$ cat config.mk
export PLATFORM = sky130hd
export DESIGN_NAME = scan_sequencer
export DESIGN_NICKNAME = d
export VERILOG_FILES = /design/src/rtl/scanseq_pkg.sv /design/src/rtl/scanseq_lowest_pick.sv /design/src/rtl/scanseq_next_finder.sv /design/src/rtl/scanseq_ctrl.sv /design/src/rtl/scan_sequencer.sv
export SDC_FILE = /design/constraint.sdc
export NUM_CORES = 1
export LEC_CHECK = 0
export BUFFER_PORTS_ARGS = -buffer_cell sky130_fd_sc_hd__buf_2
export CAP_MARGIN = 10
export CORE_ASPECT_RATIO = 1.1
export CORE_MARGIN = 10
export CORE_UTILIZATION = 55
export CTS_CLUSTER_DIAMETER = 150
export DETAILED_ROUTE_END_ITERATION = 8
export GPL_ROUTABILITY_DRIVEN = 0
export HOLD_SLACK_MARGIN = 0.1
export PLACE_DENSITY = 0.94
export REMOVE_ABC_BUFFERS = 1
export SYNTH_ARGS = -nofsm -noshare
export SYNTH_HDL_FRONTEND = slang
export SYNTH_SLANG_ARGS = --single-unit
$ cat constraint.sdc
create_clock -name clk -period 5.24 [get_ports clk]
set_input_delay 1.048 -clock clk [delete_from_list [all_inputs] [get_ports clk]]
set_output_delay 1.048 -clock clk [all_outputs]
set_load 0.005 [all_outputs]
$ cat src/rtl/scanseq_pkg.sv
package scanseq_pkg;

  // Decision taken by the controller in one cycle
  typedef enum logic [2:0] {
    ACT_HOLD    = 3'd0,
    ACT_LAUNCH  = 3'd1,
    ACT_ADVANCE = 3'd2,
    ACT_FINISH  = 3'd3,
    ACT_ABORT   = 3'd4
  } seq_act_e;

endpackage

$ cat src/rtl/scanseq_lowest_pick.sv
module scanseq_lowest_pick #(
  parameter int WIDTH = 32,
  parameter int IDX_W = $clog2(WIDTH)
) (
  input  logic [WIDTH-1:0] vec,
  output logic             found,
  output logic [IDX_W-1:0] idx
);

  // Lowest set bit wins; scanning downward lets the last hit be the lowest
  always_comb begin
    idx = '0;
    for (int i = WIDTH - 1; i >= 0; i--) begin
      if (vec[i]) idx = IDX_W'(i);
    end
  end

  assign found = |vec;

endmodule

$ cat src/rtl/scanseq_next_finder.sv
module scanseq_next_finder #(
  parameter int NUM_INPUTS = 32,
  parameter int IDX_W      = $clog2(NUM_INPUTS)
) (
  input  logic [NUM_INPUTS-1:0] mask,
  input  logic [IDX_W-1:0]      cur,
  output logic                  first_found,
  output logic [IDX_W-1:0]      first_idx,
  output logic                  next_found,
  output logic [IDX_W-1:0]      next_idx
);

  logic [NUM_INPUTS-1:0] above;
  logic [NUM_INPUTS-1:0] upper_mask;

  // Qualifier: bit i is a candidate only when strictly above the current index
  for (genvar gi = 0; gi < NUM_INPUTS; gi++) begin : g_above
    assign above[gi] = (IDX_W'(gi) > cur);
  end

  assign upper_mask = mask & above;

  scanseq_lowest_pick #(.WIDTH(NUM_INPUTS), .IDX_W(IDX_W)) u_first (
    .vec   (mask),
    .found (first_found),
    .idx   (first_idx)
  );

  scanseq_lowest_pick #(.WIDTH(NUM_INPUTS), .IDX_W(IDX_W)) u_next (
    .vec   (upper_mask),
    .found (next_found),
    .idx   (next_idx)
  );

endmodule

$ cat src/rtl/scanseq_ctrl.sv
module scanseq_ctrl
  import scanseq_pkg::*;
#(
  parameter int NUM_INPUTS = 32,
  parameter int IDX_W      = $clog2(NUM_INPUTS)
) (
  input  logic                  clk,
  input  logic                  rst,
  input  logic [NUM_INPUTS-1:0] en_mask,
  input  logic                  start_trig,
  input  logic                  flush_trig,
  input  logic                  conv_done,
  input  logic                  first_found,
  input  logic [IDX_W-1:0]      first_idx,
  input  logic                  next_found,
  input  logic [IDX_W-1:0]      next_idx,
  output logic [IDX_W-1:0]      sel_idx,
  output logic                  conv_start,
  output logic                  seq_busy,
  output logic [IDX_W-1:0]      last_idx
);

  seq_act_e act;

  // Flush first, then completion, then a fresh start from idle
  always_comb begin
    act = ACT_HOLD;
    if (flush_trig) begin
      act = first_found ? ACT_LAUNCH : ACT_ABORT;
    end else if (seq_busy && conv_done) begin
      act = next_found ? ACT_ADVANCE : ACT_FINISH;
    end else if (!seq_busy && start_trig && first_found) begin
      act = ACT_LAUNCH;
    end
  end

  always_ff @(posedge clk) begin
    if (rst) begin
      sel_idx    <= '0;
      last_idx   <= '0;
      seq_busy   <= 1'b0;
      conv_start <= 1'b0;
    end else begin
      conv_start <= 1'b0;
      case (act)
        ACT_LAUNCH: begin
          sel_idx    <= first_idx;
          seq_busy   <= 1'b1;
          conv_start <= 1'b1;
        end
        ACT_ADVANCE: begin
          last_idx   <= sel_idx;
          sel_idx    <= next_idx;
          conv_start <= 1'b1;
        end
        ACT_FINISH: begin
          last_idx <= sel_idx;
          seq_busy <= 1'b0;
        end
        ACT_ABORT: begin
          seq_busy <= 1'b0;
        end
        default: ;
      endcase
    end
  end

  // Mask seen at the edge that launched the current conversion
  logic [NUM_INPUTS-1:0] mask_prev;
  always_ff @(posedge clk) begin
    if (rst) mask_prev <= '0;
    else     mask_prev <= en_mask;
  end

  AST_START_ENABLED_BIT: assert property (@(posedge clk) disable iff (rst)
    conv_start |-> (seq_busy && mask_prev[sel_idx]));

  AST_START_SINGLE: assert property (@(posedge clk) disable iff (rst)
    conv_start |=> (!conv_start || $past(seq_busy && (conv_done || flush_trig))));

  AST_ADVANCE_UPWARD: assert property (@(posedge clk) disable iff (rst)
    (seq_busy && conv_done && !flush_trig) |=> (!seq_busy || (sel_idx > $past(sel_idx))));

  AST_LAST_CAPTURE: assert property (@(posedge clk) disable iff (rst)
    (seq_busy && conv_done && !flush_trig) |=> (last_idx == $past(sel_idx)));

  AST_ZERO_MASK_IDLE: assert property (@(posedge clk) disable iff (rst)
    (!seq_busy && (en_mask == '0)) |=> (!seq_busy && !conv_start && $stable(sel_idx)));

  AST_BUSY_START_IGNORED: assert property (@(posedge clk) disable iff (rst)
    (seq_busy && start_trig && !flush_trig && !conv_done) |=> (seq_busy && !conv_start && $stable(sel_idx)));

  AST_FLUSH_RESTART: assert property (@(posedge clk) disable iff (rst)
    (flush_trig && (en_mask != '0)) |=> (seq_busy && conv_start && $stable(last_idx)));

  AST_IDLE_DONE_QUIET: assert property (@(posedge clk) disable iff (rst)
    (!seq_busy && conv_done && !start_trig && !flush_trig) |=> (!seq_busy && $stable(sel_idx) && $stable(last_idx)));

endmodule

$ cat src/rtl/scan_sequencer.sv
module scan_sequencer #(
  parameter  int NUM_INPUTS = 32,
  localparam int IDX_W      = $clog2(NUM_INPUTS)
) (
  input  logic                  clk,
  input  logic                  rst,
  input  logic [NUM_INPUTS-1:0] en_mask,
  input  logic                  start_trig,
  input  logic                  flush_trig,
  input  logic                  conv_done,
  output logic [IDX_W-1:0]      sel_idx,
  output logic                  conv_start,
  output logic                  seq_busy,
  output logic [IDX_W-1:0]      last_idx
);

  logic             first_found;
  logic [IDX_W-1:0] first_idx;
  logic             next_found;
  logic [IDX_W-1:0] next_idx;

  scanseq_next_finder #(.NUM_INPUTS(NUM_INPUTS), .IDX_W(IDX_W)) u_finder (
    .mask        (en_mask),
    .cur         (sel_idx),
    .first_found (first_found),
    .first_idx   (first_idx),
    .next_found  (next_found),
    .next_idx    (next_idx)
  );

  scanseq_ctrl #(.NUM_INPUTS(NUM_INPUTS), .IDX_W(IDX_W)) u_ctrl (
    .clk         (clk),
    .rst         (rst),
    .en_mask     (en_mask),
    .start_trig  (start_trig),
    .flush_trig  (flush_trig),
    .conv_done   (conv_done),
    .first_found (first_found),
    .first_idx   (first_idx),
    .next_found  (next_found),
    .next_idx    (next_idx),
    .sel_idx     (sel_idx),
    .conv_start  (conv_start),
    .seq_busy    (seq_busy),
    .last_idx    (last_idx)
  );

  AST_RESET_QUIET: assert property (@(posedge clk)
    rst |=> (!seq_busy && !conv_start && (sel_idx == '0) && (last_idx == '0)));

  AST_FINISH_STOPS: assert property (@(posedge clk) disable iff (rst)
    (seq_busy && conv_done && !flush_trig && !next_found) |=> (!seq_busy && !conv_start && $stable(sel_idx)));

endmodule

==> metrics.csv, run 1 <==
metric;value;unit
Cell Chain, Critical Path;nand3_1, o21ai_0, a21boi_0, o31ai_1, a31oi_1, o21a_1, nor3_2, a311oi_2;
dominant delay contributor by cell family on the critical path;compound AO/OA/AOI/OAI gates;
Hold Crit Depth;2;
synth unique cells;61;
sequential cell area fraction in the yosys report;13.2;%
Post-Syn Area per Cell;6.73;um2
worst setup path category;flop to flop;
status;finished clean;
routed vias/inst;6.89;
max-cap check violation count;0;
clock transition at the registers of the reported paths;70;ps
I/O pin cnt;49;
maximum number of pins on one net before global-route repair;27;
clock tree buffer depth;2;
total routing usage reported by global routing;20.0;%
Lkg Pwr;0.781;nW
overall die width;74.9;um
floorplan die area;0.00602;mm2
final critical path time including I/O delays and setup;2990;ps
number of flip-flops and latches in the synthesized netlist;12;
number of inserted diodes;0;
initial antenna violation count;0;
Area contributors post-synth;sky130_fd_sc_hd__dfxtp_1 (13%), sky130_fd_sc_hd__a21oi_1 (7.4%), sky130_fd_sc_hd__o21ai_0 (7.1%);
number of sinks handled by clock tree synthesis;12;
Worst Path Arrival;3130;ps
Area Growth Syn to Fin;9.88;%
slew at the pin closest to its max-slew limit;1020;ps
number of cell instances on the worst register-to-register path;8;
post-route clock period utilization;57.1;%
via count of the first global-routing pass;2265;
count of flip-flops with a built-in enable after synthesis;0;
average wire per standard cell;17.4;um
post-route setup TNS;0;ps
combined area of the multi-input logic cells;0.00140;mm2
initial detailed-routing violation count;291;
crit end category;flop;
number of CTS-inserted buffers;3;
maximum resistive drop on vdd;64.4;uV
list of most frequent post-synthesis cells;sky130_fd_sc_hd__nand2_1 (29), sky130_fd_sc_hd__a21oi_1 (27), sky130_fd_sc_hd__o21ai_0 (26);
top cell type's share of synthesized area;13.2;%
gate count after technology mapping;271;
number of placement rows;21;
count of TritonRoute iterations in the first routing pass;5;
vias after detailed routing;2356;
gr ovfl total;0;
WP data required;5380;ps
top fanout value on the critical path;26;
logic depth of the worst path, buffers included;8;
leading register cell type out of synthesis;sky130_fd_sc_hd__dfxtp_1;
dominant cell by count in the synthesized netlist;sky130_fd_sc_hd__nand2_1;
post-detail-place hpwl;4580;um
post-layout worst setup margin;2250;ps
number of hold-repair buffers added at the cts stage;0;
library cell occupying the most area in the post-synthesis netlist;sky130_fd_sc_hd__dfxtp_1;
crit path max-delay cell type;sky130_fd_sc_hd__dfxtp_1;
cell at the root of the clock tree;sky130_fd_sc_hd__clkbuf_4;
Setup crit start kind;flop;
TritonCTS clock tree;done;
setup violators final;0;
total setup buffers inserted after CTS;0;
share of synthesized registers carrying an async set or reset;0;%
unrepaired setup endpoints after global routing;no;
worst stage delay on the critical path;990;ps
post-synthesis instance area;0.00182;mm2
DRC violations left;0;
final-report max-slew violation count;0;
warning count from the yosys run;0;
clock tree skew after final layout;2.23;ps
number of gates resized after cts;0;
die boundary height;80.4;um
total wire length;5960;um
effective utilization at floorplan;58.3;%
I/O Buffers;48;
class of the most critical hold timing path;flop to flop;
number of failing hold endpoints at the final stage;0;
Final #Nets;347;
FMAX;334;MHz
fill cell instance count of the final layout;295;
wire length of the first global-routing pass;10100;um
number of levels in the clock H-tree;1;
design area;0.00200;mm2
post-route antenna net violation count;0;
layout cells sized above 1;24.0;%
Max-slew headroom;32.0;%
Worst Setup Slack post-DPL;2270;ps
power density over the cells;144;mW/mm2
core footprint;0.00313;mm2
clk_lat worst skew;260;ps
area after detailed placement;0.00198;mm2
Sequential cell area;240;um2
count of buffer and inverter cells on the critical path;0;
flip-flops by register name, indices dropped and copies added, names as in the netlist:
signal / count
u_ctrl.last_idx: 5
u_ctrl.sel_idx: 5
u_ctrl.conv_start: 1
u_ctrl.seq_busy: 1
cell type report:
cell class / count / share of cell area [%]
multi-input combinational: 229 / 69.8
sequential: 12 / 12.0
timing repair buffer: 48 / 12.0
inverter: 16 / 3.00
tap: 34 / 2.12
clock buffer: 3 / 1.12
cells in the final DEF, fill, tap and decap left out, types with 5 or more instances in the layout:
cell type                  count
sky130_fd_sc_hd__a211oi_1      5
sky130_fd_sc_hd__buf_2        48
sky130_fd_sc_hd__inv_1        15
sky130_fd_sc_hd__dfxtp_1      12
sky130_fd_sc_hd__nand2_1      29
sky130_fd_sc_hd__a31oi_1       8
sky130_fd_sc_hd__nor3_1        9
sky130_fd_sc_hd__o21ai_0      26
sky130_fd_sc_hd__nand2b_1      5
sky130_fd_sc_hd__a21oi_1      27
sky130_fd_sc_hd__nand3_1      13
sky130_fd_sc_hd__nor4_1       10
sky130_fd_sc_hd__nor2_1       20
per-stage QoR:
stage	power, W	utilization, %	instances	hold WS [ps]
after CTS	0.000285	64.1	342	455
after detailed placement	0.000233	63.3	339	446
final	0.000289	64.1	342	451
after global routing	0.000310	64.1	342	483
after floorplan	0.000180	-	257	447
after global placement	0.000230	63.3	339	440
final timing paths:
kind	from	slack [ps]	to
max	u_ctrl.sel_idx[2]$_SDFFE_PP0P_	2250	u_ctrl.sel_idx[1]$_SDFFE_PP0P_
min	u_ctrl.last_idx[4]$_SDFFE_PP0P_	450	u_ctrl.last_idx[4]$_SDFFE_PP0P_
max reg2reg	u_ctrl.sel_idx[2]$_SDFFE_PP0P_	2250	u_ctrl.sel_idx[1]$_SDFFE_PP0P_
min reg2reg	u_ctrl.last_idx[4]$_SDFFE_PP0P_	450	u_ctrl.last_idx[4]$_SDFFE_PP0P_
routing by layer:
layer / vias up / wire length, um / track usage (%)
met5: - / 0 / 0
met4: 0 / 215 / 9.28
met3: 34 / 792 / 5.17
met2: 177 / 2660 / 31.6
met1: 1033 / 2290 / 24.4
li1: 1112 / - / -
worst min-delay path: cells and delay by family, from the launching register on:
kind,cells,cell delay (ps)
flops,1,310
simple gates,1,50
compound gates,1,50
kinds of logic (layout without fill, tap and decap cells):
| group | after synthesis | after routing | synth area share (%) |
|---|---|---|---|
| AND/OR/NAND/NOR | 116 | 116 | 34.3 |
| AO/OA/AOI/OAI | 113 | 113 | 42.3 |
| buffers and inverters | 30 | 67 | 10.2 |
| flip-flops | 12 | 12 | 13.2 |
where the power goes:
| part | switching [W] | internal (W) | total [W] |
|---|---|---|---|
| logic | 0.0000757 | 0.0000490 | 0.000125 |
| clock network | 0.0000269 | 0.0000265 | 0.0000534 |
| registers | 0.0000159 | 0.0000950 | 0.000111 |
Note: power is estimated with default switching activity, not from simulation.
==> inputs of run 2 (changes only) <==
--- a/config.mk
+++ b/config.mk
@@ -5,16 +5,17 @@
 export SDC_FILE = /design/constraint.sdc
 export NUM_CORES = 1
 export LEC_CHECK = 0
+export ABC_AREA = 1
 export BUFFER_PORTS_ARGS = -buffer_cell sky130_fd_sc_hd__buf_2
 export CAP_MARGIN = 10
 export CORE_ASPECT_RATIO = 1.1
 export CORE_MARGIN = 10
-export CORE_UTILIZATION = 55
+export CORE_UTILIZATION = 53
 export CTS_CLUSTER_DIAMETER = 150
 export DETAILED_ROUTE_END_ITERATION = 8
 export GPL_ROUTABILITY_DRIVEN = 0
 export HOLD_SLACK_MARGIN = 0.1
-export PLACE_DENSITY = 0.94
+export PLACE_DENSITY = 0.93
 export REMOVE_ABC_BUFFERS = 1
 export SYNTH_ARGS = -nofsm -noshare
 export SYNTH_HDL_FRONTEND = slang
==> constraint.sdc (replaced) <==
create_clock -name clk -period 3 [get_ports clk]
set_input_delay 0.6 -clock clk [delete_from_list [all_inputs] [get_ports clk]]
set_output_delay 0.6 -clock clk [all_outputs]
set_load 0.005 [all_outputs]
==> run 2 against run 1 <==
Register-to-register slack got worse by 1900 ps. Largest cell class unchanged. Total power rose by 76%. Area after synthesis decreased by 8.4%. Setup slack worse by 1900 ps. Die area fell by 3.7%. Final area hardly changed. Hold slack gained 62 ps. Critical endpoint is now u_ctrl.sel_idx[0]$_SDFFE_PP0P_. Combinational power up 61%. Maximum frequency rose by 11%. Via count is 1.8% lower.
==> metrics.csv, run 2 <==
metric;value;unit
I/O pin cnt;49;
maximum resistive drop on vdd;253;uV
part of the power in combinational logic;39.5;%
total setup buffers inserted after CTS;0;
Final #Nets;433;
power density over the cells;254;mW/mm2
number of inserted diodes;0;
I/O Buffers;48;
DRC violations left;0;
number of placement rows;21;
crit path max-delay cell type;sky130_fd_sc_hd__dfxtp_1;
Largest regs;u_ctrl.last_idx x5, u_ctrl.sel_idx x5;
max-cap check violation count;0;
class of the most critical hold timing path;flop to flop;
setup violators final;0;
final critical path time including I/O delays and setup;2690;ps
warning count from the yosys run;0;
leading cell types in the layout, fill and taps excluded;sky130_fd_sc_hd__nand2_1 (111), sky130_fd_sc_hd__inv_1 (69), sky130_fd_sc_hd__buf_2 (48);
sequential power share;34.9;%
WP data required;3230;ps
status;finished clean;
Area Growth Syn to Fin;19.9;%
count of flip-flops with a built-in enable after synthesis;0;
top cell type's share of synthesized area;25.0;%
list of most frequent post-synthesis cells;sky130_fd_sc_hd__nand2_1 (111), sky130_fd_sc_hd__inv_1 (69), sky130_fd_sc_hd__nor2_1 (45);
number of sinks handled by clock tree synthesis;12;
Crit. Startpoint;u_ctrl.sel_idx[0]$_SDFFE_PP0P_;
maximum number of pins on one net before global-route repair;15;
gr ovfl total;0;
unrepaired setup endpoints after global routing;no;
Lkg Pwr;1.22;nW
Int Power;0.000318;W
Cell Chain, Critical Path;buf_4, nand2_1, a21oi_1, nor2_1, nor2_1, nand3_1, nor3_1, inv_1, nor4_2, nand2_1, nand2_1, nand3_1, nand2_2, inv_2, nor2_2, inv_2, a21oi_1, nand2_1, nand2_1;
switching share of power;37.5;%
clock network power share;25.6;%
crit end category;flop;
post-route setup TNS;0;ps
overall die width;73.5;um
Area contributors post-synth;sky130_fd_sc_hd__nand2_1 (25%), sky130_fd_sc_hd__inv_1 (16%), sky130_fd_sc_hd__dfxtp_1 (14%);
number of levels in the clock H-tree;1;
FMAX;371;MHz
most common cell after layout, fill and taps aside;sky130_fd_sc_hd__nand2_1;
library cell occupying the most area in the post-synthesis netlist;sky130_fd_sc_hd__nand2_1;
Worst Path Arrival;2920;ps
cell mode on critical path;sky130_fd_sc_hd__nand2_1;
vias after detailed routing;2314;
routed vias/inst;5.39;
cell at the root of the clock tree;sky130_fd_sc_hd__clkbuf_4;
clock tree buffer depth;2;
post-route clock period utilization;89.8;%
post-detail-place hpwl;4480;um
total routing usage reported by global routing;17.7;%
worst setup path category;flop to flop;
clock transition at the registers of the reported paths;80;ps
worst stage delay on the critical path;400;ps
Hold Slack;513;ps
slew at the pin closest to its max-slew limit;495;ps
final-report max-slew violation count;0;
average wire per standard cell;12.2;um
synth unique cells;26;
count of TritonRoute iterations in the first routing pass;5;
via count of the first global-routing pass;2182;
post-synthesis instance area;0.00167;mm2
fill cell instance count of the final layout;312;
core footprint;0.00305;mm2
number of failing hold endpoints at the final stage;0;
number of flip-flops and latches in the synthesized netlist;12;
clock tree skew after final layout;2.97;ps
die boundary height;78.9;um
Post-Syn Area per Cell;4.88;um2
total wire length;5250;um
post-route antenna net violation count;0;
wire length of the first global-routing pass;8870;um
startpoint of the worst-slack reg-to-reg timing path;u_ctrl.sel_idx[0]$_SDFFE_PP0P_;
Max-slew headroom;66.8;%
layout cells sized above 1;19.7;%
TritonCTS clock tree;done;
clk_lat worst skew;270;ps
Setup crit start kind;flop;
initial detailed-routing violation count;197;
sequential cell area fraction in the yosys report;14.4;%
share of synthesized registers carrying an async set or reset;0;%
number of CTS-inserted buffers;3;
effective utilization at floorplan;54.8;%
leading register cell type out of synthesis;sky130_fd_sc_hd__dfxtp_1;
top fanout value on the critical path;6;
total net switching power;0.000191;W
initial antenna violation count;0;
floorplan die area;0.00580;mm2
dominant cell by count in the synthesized netlist;sky130_fd_sc_hd__nand2_1;
hold wc startpoint;u_ctrl.sel_idx[0]$_SDFFE_PP0P_;
gate count after technology mapping;342;
[run 2: cell types whose count changed in the layout (fill, tap and decap cells not counted), sizes merged, moves of 5 or more]
cell and change:
and3 -5, a211oi -5, nand2 +84, a21oi -7, nor4 -9, nor2 +27
o21ai -8, o211ai -5, nand2b -6, a21boi -5, inv +59
[run 2: worst paths after layout]
| path | endpoint | slack (ps) | cells after the start |
|---|---|---|---|
| max | u_ctrl.sel_idx[0]$_SDFFE_PP0P_ | 310 | 19 |
| min reg2reg | u_ctrl.sel_idx[0]$_SDFFE_PP0P_ | 510 | 2 |
| max reg2reg | u_ctrl.sel_idx[0]$_SDFFE_PP0P_ | 310 | 19 |
| min | u_ctrl.sel_idx[0]$_SDFFE_PP0P_ | 510 | 2 |
[run 2: logic make-up (layout without fill, tap and decap cells)]
family	Yosys count	in the layout	share of synthesized area, %
AOI/OAI and AO/OA	51	51	17.1
buffers and inverters	79	132	18.2
DFF	12	12	14.4
and+or+nand+nor	200	200	50.3
[run 2: critical path, delay by kind of cell (launching register included)]
| kind | cells | cell delay [ps] |
|---|---|---|
| DFF | 1 | 400 |
| AOI/OAI and AO/OA | 2 | 300 |
| and+or+nand+nor | 13 | 1610 |
| buffers and inverters | 4 | 340 |
[run 2: metal layers]
layer	part of all wire, %	GRT usage, %	vias to the layer above
li1	-	-	1169
met1	39	20.1	1012
met2	50	32.4	115
met3	9.0	2.86	18
met4	2.6	5.04	0
met5	0	0	-
[run 2: cell type report]
| cell class | instances | area, um2 | share of cell area (%) |
|---|---|---|---|
| clock buffers | 4 | 36.3 | 1.81 |
| multi-input cells | 251 | 1120 | 56.2 |
| inverters | 76 | 287 | 14.3 |
| flip-flops and latches | 12 | 241 | 12.1 |
| repair buffers | 52 | 270 | 13.5 |
| well taps | 34 | 42.5 | 2.13 |
[run 2: power by group through the flow]
stage          sequential, W  combinational, W  clock (W)
2_1_floorplan       0.000182          0.000121          0
4_1_cts             0.000177          0.000198   0.000128
3_3_place_gp        0.000180          0.000192          0
6_report            0.000177          0.000201   0.000130
3_5_place_dp        0.000180          0.000197          0
5_1_grt             0.000179          0.000230   0.000138
[run 2: stage by stage]
step / instance area, um2 / std cells / power (W) / utilization [%] / worst slack (ps)
after floorplan: 1650 / 339 / 0.000303 / - / 622
after global placement: 1960 / 425 / 0.000372 / 64.4 / 308
after detailed placement: 1960 / 425 / 0.000377 / 64.4 / 157
after CTS: 2000 / 429 / 0.000504 / 65.6 / 249
after global routing: 2000 / 429 / 0.000547 / 65.7 / 5.30
final: 2000 / 429 / 0.000508 / 65.7 / 307
[run 2: repair_timing]
action | 4_1_cts | 5_1_grt
gates resized for setup | 0 | 1
setup endpoints to repair | 0 | 1
hold buffers | 0 | 0
